==> src/rtl/evt_seq_pkg.sv <==
package evt_seq_pkg;
  typedef struct packed {
    logic clearAll;
    logic writeEn;
    logic tick;
  } seq_strobe_t;
endpackage

==> src/rtl/evt_seq_ctrl.sv <==
module evt_seq_ctrl #(
  parameter int DEPTH = 16,
  parameter int COL_W = 4,
  parameter int CNT_W = 5
) (
  input  logic                      clk,
  input  logic                      rst_n,
  input  logic                      startAcq,
  input  logic                      trigAny,
  output evt_seq_pkg::seq_strobe_t  strb,
  output logic [COL_W-1:0]          wrCol,
  output logic [CNT_W-1:0]          fillCount,
  output logic                      ramFull,
  output logic                      noTrig,
  output logic                      holdOut,
  output logic                      acqActive
);
  logic acqOn;
  logic trigPrev;
  logic startPulse;
  logic stopPulse;
  logic trigEdge;
  logic wrEn;

  assign startPulse = startAcq & ~acqOn;
  assign stopPulse  = ~startAcq & acqOn;
  assign trigEdge   = trigAny & ~trigPrev;
  assign acqActive  = acqOn & startAcq;
  assign wrEn       = acqActive & trigEdge & ~ramFull;

  assign strb.clearAll = startPulse;
  assign strb.writeEn  = wrEn;
  assign strb.tick     = acqActive;
  assign wrCol         = fillCount[COL_W-1:0];

  always_ff @(posedge clk or negedge rst_n) begin
    if (!rst_n) begin
      acqOn    <= 1'b0;
      trigPrev <= 1'b0;
    end else begin
      acqOn    <= startAcq;
      trigPrev <= trigAny;
    end
  end

  always_ff @(posedge clk or negedge rst_n) begin
    if (!rst_n) begin
      fillCount <= '0;
      ramFull   <= 1'b0;
      noTrig    <= 1'b0;
      holdOut   <= 1'b0;
    end else begin
      holdOut <= wrEn;
      if (startPulse) begin
        fillCount <= '0;
        ramFull   <= 1'b0;
        noTrig    <= 1'b0;
      end else begin
        if (wrEn) begin
          fillCount <= fillCount + 1'b1;
          if (fillCount == CNT_W'(DEPTH - 1)) ramFull <= 1'b1;
        end
        if (stopPulse) noTrig <= (fillCount == '0);
      end
    end
  end

  a_r6_no_overflow: assert property (@(posedge clk) disable iff (!rst_n)
    fillCount <= CNT_W'(DEPTH));
  a_r3_count_step: assert property (@(posedge clk) disable iff (!rst_n)
    !startPulse |=> (fillCount == $past(fillCount)) || (fillCount == $past(fillCount) + 1'b1));
  a_r10_hold_after_write: assert property (@(posedge clk) disable iff (!rst_n)
    wrEn |=> holdOut);
  a_r6_full_sticky: assert property (@(posedge clk) disable iff (!rst_n)
    (ramFull && !startPulse) |=> ramFull);
  a_r7_notrig_empty: assert property (@(posedge clk) disable iff (!rst_n)
    noTrig |-> (fillCount == '0));
  a_r8_idle_no_write: assert property (@(posedge clk) disable iff (!rst_n)
    (!startAcq && !startPulse) |=> (fillCount == $past(fillCount)));
endmodule

==> src/rtl/evt_seq_datapath.sv <==
module evt_seq_datapath #(
  parameter int NUM_CH = 36,
  parameter int DEPTH  = 16,
  parameter int BCID_W = 8,
  parameter int COL_W  = 4
) (
  input  logic                      clk,
  input  logic                      rst_n,
  input  evt_seq_pkg::seq_strobe_t  strb,
  input  logic [COL_W-1:0]          wrCol,
  input  logic                      acqActive,
  input  logic                      ramFull,
  input  logic [NUM_CH-1:0]         chanTrig,
  input  logic [COL_W-1:0]          rdCol,
  output logic [DEPTH-1:0]          colSel,
  output logic [NUM_CH-1:0]         rdHits,
  output logic [BCID_W-1:0]         rdBcid
);
  logic [BCID_W-1:0] bcidCnt;
  logic [NUM_CH-1:0] hitMem  [DEPTH];
  logic [BCID_W-1:0] bcidMem [DEPTH];

  always_ff @(posedge clk or negedge rst_n) begin
    if (!rst_n)             bcidCnt <= '0;
    else if (strb.clearAll) bcidCnt <= '0;
    else if (strb.tick)     bcidCnt <= bcidCnt + 1'b1;
  end

  for (genvar c = 0; c < DEPTH; c++) begin : g_col
    logic hitHere;
    assign hitHere   = strb.writeEn && (wrCol == COL_W'(c));
    assign colSel[c] = acqActive && !ramFull && (wrCol == COL_W'(c));

    always_ff @(posedge clk or negedge rst_n) begin
      if (!rst_n) begin
        hitMem[c]  <= '0;
        bcidMem[c] <= '0;
      end else if (strb.clearAll) begin
        hitMem[c]  <= '0;
        bcidMem[c] <= '0;
      end else if (hitHere) begin
        hitMem[c]  <= chanTrig;
        bcidMem[c] <= bcidCnt;
      end
    end
  end

  assign rdHits = hitMem[rdCol];
  assign rdBcid = bcidMem[rdCol];

  a_r9_colsel_onehot: assert property (@(posedge clk) disable iff (!rst_n)
    $onehot0(colSel));
  a_r9_colsel_quiet_full: assert property (@(posedge clk) disable iff (!rst_n)
    ramFull |-> (colSel == '0));
  a_r11_bcid_step: assert property (@(posedge clk) disable iff (!rst_n)
    (strb.tick && !strb.clearAll) |=> (bcidCnt == $past(bcidCnt) + 1'b1));
endmodule

==> src/rtl/evt_mem_seq.sv <==
module evt_mem_seq #(
  parameter int NUM_CH = 36,
  parameter int DEPTH  = 16,
  parameter int BCID_W = 8,
  localparam int COL_W = (DEPTH > 1) ? $clog2(DEPTH) : 1,
  localparam int CNT_W = $clog2(DEPTH + 1)
) (
  input  logic              clk,
  input  logic              rst_n,
  input  logic              startAcq,
  input  logic [NUM_CH-1:0] chanTrig,
  input  logic [COL_W-1:0]  rdCol,
  output logic              ramFull,
  output logic              noTrig,
  output logic [CNT_W-1:0]  fillCount,
  output logic              holdOut,
  output logic [DEPTH-1:0]  colSel,
  output logic [NUM_CH-1:0] rdHits,
  output logic [BCID_W-1:0] rdBcid
);
  evt_seq_pkg::seq_strobe_t strb;
  logic [COL_W-1:0] wrCol;
  logic             acqActive;

  evt_seq_ctrl #(.DEPTH(DEPTH), .COL_W(COL_W), .CNT_W(CNT_W)) ctrl_i (
    .clk(clk), .rst_n(rst_n), .startAcq(startAcq), .trigAny(|chanTrig),
    .strb(strb), .wrCol(wrCol), .fillCount(fillCount), .ramFull(ramFull),
    .noTrig(noTrig), .holdOut(holdOut), .acqActive(acqActive)
  );

  evt_seq_datapath #(.NUM_CH(NUM_CH), .DEPTH(DEPTH), .BCID_W(BCID_W), .COL_W(COL_W)) dp_i (
    .clk(clk), .rst_n(rst_n), .strb(strb), .wrCol(wrCol), .acqActive(acqActive),
    .ramFull(ramFull), .chanTrig(chanTrig), .rdCol(rdCol), .colSel(colSel),
    .rdHits(rdHits), .rdBcid(rdBcid)
  );
endmodule

==> config.mk <==
export PLATFORM = sky130hd
export DESIGN_NAME = evt_mem_seq
export DESIGN_NICKNAME = d
export VERILOG_FILES = /design/src/rtl/evt_seq_pkg.sv /design/src/rtl/evt_seq_ctrl.sv /design/src/rtl/evt_seq_datapath.sv /design/src/rtl/evt_mem_seq.sv
export SDC_FILE = /design/constraint.sdc
export NUM_CORES = 1
export LEC_CHECK = 0
export ABC_CLOCK_PERIOD_IN_PS = 3450
export BUFFER_PORTS_ARGS = -buffer_cell sky130_fd_sc_hd__buf_2
export CORE_AREA = 2 2 249 251
export CTS_CLUSTER_DIAMETER = 60
export DETAILED_ROUTE_END_ITERATION = 10
export DIE_AREA = 0 0 251 253
export PLACE_DENSITY = 0.8
export SLEW_MARGIN = 10
export SYNTH_ARGS = -nofsm -noshare
export SYNTH_HDL_FRONTEND = slang
export SYNTH_SLANG_ARGS = --single-unit
==> constraint.sdc <==
create_clock -name clk -period 3.45 [get_ports clk]
set_input_delay 0.69 -clock clk [delete_from_list [all_inputs] [get_ports clk]]
set_output_delay 0.69 -clock clk [all_outputs]
set_load 0.01 [all_outputs]
==> results_tabular.tex <==
\begin{tabular}{lr}
\hline
Metric & Value \\
\hline
\multicolumn{2}{l}{\textbf{Power}} \\
Total power of the final layout & 18.2 mW \\
Cell leakage power & 22.7 nW \\
Worst supply voltage drop on vdd & 0.000336 V \\
Pwr dens & 431 nW/um\^{}2 \\
\multicolumn{2}{l}{\textbf{Critical path}} \\
Launching point of the worst reg2reg path & ctrl\_i.acqOn \\
Crit. Startpoint & rdCol[0] \\
Stage delay of the slowest cell on the critical path & 0.55 ns \\
Critical path capture point & rdHits[31] \\
Delay-heaviest family, CP & multiplexers \\
WP depth & 5 \\
Crit path cell chain & buf\_8 > buf\_12 > mux4\_2 > mux4\_2 > buf\_2 \\
Req. time, crit path & 2.76 ns \\
Worst setup path category & in2out \\
Register-to-Register Path Depth & 7 \\
Reg-to-reg endpoint & dp\_i.hitMem[534] \\
CP Buf/Inv Count & 3 \\
R2r setup slk & 1.01 ns \\
Worst endpoint data arrival time & 2.51 ns \\
Critical path peak fanout & 44 \\
Slowest-stage cell, CP & mux4\_2 \\
Crit end category & primary output \\
Element type at the critical path start & input port \\
CP most frequent cell & mux4\_2 \\
\multicolumn{2}{l}{\textbf{Yosys}} \\
Post-synthesis sequential area ratio & 0.476 \\
Xor and xnor fraction of the mapped netlist area & 0.00138 \\
Synth Area per Inst & 13.4 um\^{}2 \\
Top flip-flop cell by instance count after synthesis & dfrtp\_1 \\
Flops \& latches, synth & 722 \\
Adder and majority cell fraction of the synthesized area & 0.00264 \\
Distinct cells, synth & 43 \\
Post-synthesis compound-gate area fraction & 0.00175 \\
Total of warnings raised by yosys & 0 \\
Total standard cell area after synthesis & 38000 um\^{}2 \\
Post-synth net total & 2874 \\
Post-synthesis mux area share & 0.317 \\
Gate Count Post-Synth & 2823 \\
Share of synthesized flip-flops with an asynchronous set or reset & 1.00 \\
Post-synth EDFFs & 0 \\
Dominant combinational cell family by area after synthesis & multiplexers \\
Simple-gate portion of the synthesized area & 0.143 \\
\multicolumn{2}{l}{\textbf{Outcome}} \\
Status & complete, no violations \\
\multicolumn{2}{l}{\textbf{Timing}} \\
Max Transition Viols Final & 0 \\
Clk\_skew & 0.0128 ns \\
Hold Slack & 0.112 ns \\
Headroom to the max-slew limit & 0.455 \\
Worst-margin pin slew & 0.810 ns \\
Final setup violating endpoints & 0 \\
Post-route fraction of the period consumed by the critical path & 0.926 \\
Min cycle time layout & 3.20 ns \\
Hold violation total from the final report & 0 \\
Maximum operating frequency & 313 MHz \\
Unrepaired setup endpoints after global routing & false \\
\multicolumn{2}{l}{\textbf{Placement}} \\
Dpl cell area & 39600 um\^{}2 \\
HPWL after detailed placement & 57900 um \\
Gpl congestion & 0.826 \\
IO Port Bufs & 110 \\
\multicolumn{2}{l}{\textbf{Clock network}} \\
\# Post-CTS Setup Buffers & 0 \\
Insertion delay of the later-clocked pin in the worst-skew pair & 0.61 ns \\
Number of CTS-inserted buffers & 77 \\
Number of buffers between clock root and the deepest sink & 3 \\
CTS H-tree lvls & 3 \\
Clock edge transition at the registers on the reported setup and hold paths & 0.06 ns \\
Cell at the root of the clock tree & clkbuf\_16 \\
Clock tree from TritonCTS & done \\
Clock net sink count & 722 \\
PostCTS Resize Cnt & 0 \\
Number of buffers inserted by hold repair at cts & 0 \\
\multicolumn{2}{l}{\textbf{Routing}} \\
Via-to-Cell Ratio & 6.25 \\
Initial DRC Count & 1985 \\
Total via count after detailed routing & 23100 \\
First-pass iteration count of the detailed router & 5 \\
Routed wire length per instance & 25.2 um \\
Total Wirelength & 93200 um \\
Detail Route Antenna Nets & 0 \\
Remaining design rule violation count & 0 \\
\multicolumn{2}{l}{\textbf{Job}} \\
MaxCap Viol Count & 0 \\
\multicolumn{2}{l}{\textbf{Global routing}} \\
Initial antenna violation count & 2 \\
Global-route usage over all layers & 0.303 \\
Grt total ovfl & 0 \\
Global-route wire length before repair & 148000 um \\
Pin count of the biggest net entering global routing & 97 \\
Number of global-route vias before repair & 25100 \\
\multicolumn{2}{l}{\textbf{Floorplan}} \\
Number of standard-cell rows in the floorplan & 91 \\
Initial core utilization & 0.622 \\
Die Y & 253 um \\
Top-Level Pins & 111 \\
Die area & 63500 um\^{}2 \\
Overall die width & 251 um \\
Core Region & 61000 um\^{}2 \\
\multicolumn{2}{l}{\textbf{Layout}} \\
Relative area change from synthesis to final layout & 11.3\% \\
Nets & 2901 \\
Share of cells above drive strength 1 & 0.236 \\
Area of all placed cells without fillers & 42300 um\^{}2 \\
Final design utilization & 0.692 \\
Layout filler cell count & 3983 \\
\multicolumn{2}{l}{\textbf{Min path}} \\
Path category of the worst min-delay check & in2async \\
\hline
\end{tabular}
==> per-stage QoR <==
step / cells / setup slack (ns) / TNS (ns)
floorplan: 2823 / 0.376 / 0
global placement: 3561 / -0.251 / -104.44
detailed placement: 3561 / -0.294 / -116.37
CTS: 3696 / 0.270 / 0
global route: 3697 / 0.178 / 0
finish: 3699 / 0.254 / 0
==> how the worst min path moves through the flow <==
stage                     start               end  slack (ns)  depth (start not counted)
2_1_floorplan             rst_n      ctrl_i.acqOn        0.39                          0
3_3_place_gp   dp_i.bcidMem[81]  dp_i.bcidMem[81]        0.52                          2
3_5_place_dp   dp_i.hitMem[469]  dp_i.hitMem[469]        0.53                          2
4_1_cts                   rst_n  dp_i.hitMem[118]        0.13                          1
5_1_grt                   rst_n  dp_i.hitMem[262]        0.16                          1
6_report                  rst_n  dp_i.hitMem[118]        0.11                          1
==> final cells by class <==
class                           count  area, um^2  share of cell area
Sequential cell                   722       18100               0.428
Multi-Input combinational cell   1787       17800               0.421
Timing Repair Buffer              257        2720              0.0645
Clock buffer                      114        2300              0.0545
Tap cell                          790         988              0.0234
Clock inverter                     21         339             0.00803
Inverter                            5        18.8            0.000444
Antenna cell                        3        7.51            0.000178
==> synthesized netlist by cell type, drive strengths merged, types with 2 or more instances <==
library cell	count	area, um^2
dfrtp	722	18100
mux2i	706	7070
nand2b	672	4200
mux4	220	4950
clkbuf	204	767
buf	105	1430
or2b	78	673
nor2	23	86.3
nand4	15	165
nand2	10	45.0
nor4	9	62.6
ha	8	100
nand3	7	50.1
inv	5	18.8
nor3	5	25.0
a21oi	4	20.0
or3	4	30.0
xor2	4	35.0
and2	3	18.8
and3	3	18.8
nor2b	3	18.8
o21ai	3	15.0
and2b	2	17.5
xnor2	2	17.5
==> logic make-up after synthesis <==
logic type                 after synthesis
DFF                                    722
buffers and inverters                  314
AOI/OAI and AO/OA                       11
muxes                                  927
and+or+nand+nor                        835
xor gates and xnor gates                 6
adders and majority gates                8
==> flip-flops by register name, summed over array words and instances, names as in the netlist <==
register	flops
ctrl_i.acqOn	1
ctrl_i.fillCount	5
dp_i.bcidCnt	8
ctrl_i.trigPrev	1
dp_i.bcidMem	128
ctrl_i.noTrig	1
ctrl_i.holdOut	1
ctrl_i.ramFull	1
dp_i.hitMem	576
==> report_power, final <==
group / switching (mW) / internal (mW) / total (mW)
Sequential: 0.0114 / 8.48 / 8.49
Combinational: 0.652 / 0.385 / 1.04
Clock: 3.42 / 5.28 / 8.70
Total: 4.08 / 14.1 / 18.2
==> routing by layer <==
layer  global-route usage  up-vias  part of all wire
li1                     -     9856                 -
met1                0.435    12400              0.43
met2                0.483      724              0.48
met3               0.0457      183             0.055
met4               0.0991        0             0.026
met5                    0        -                 0
==> layout by cell type, fill, tap and decap left out, types with 2 or more instances in the layout <==
cell type	netlist	layout
ha_1	8	7
or3_1	3	3
clkbuf_1	203	18
nor4_1	8	8
and2_1	3	3
or2b_2	70	70
clkinv_2	0	10
nand2b_1	672	672
clkbuf_16	0	81
and3_1	3	3
diode_2	0	3
xor2_1	4	4
buf_2	15	105
buf_12	44	83
inv_1	5	5
nor2b_1	3	2
mux2i_1	706	706
dfrtp_1	722	722
mux4_2	220	220
buf_4	9	66
xnor2_1	2	2
nand3_4	0	4
nand4_4	1	10
buf_8	8	2
bufinv_16	0	9
a21oi_1	4	4
clkbuf_8	0	15
o21ai_0	3	3
nor3_1	5	5
nand2_1	9	9
and2b_2	2	2
nand3_1	4	3
nand4_1	5	5
or2b_1	8	8
nor2_1	23	23
No activity file was read; power rests on OpenSTA's default activity.
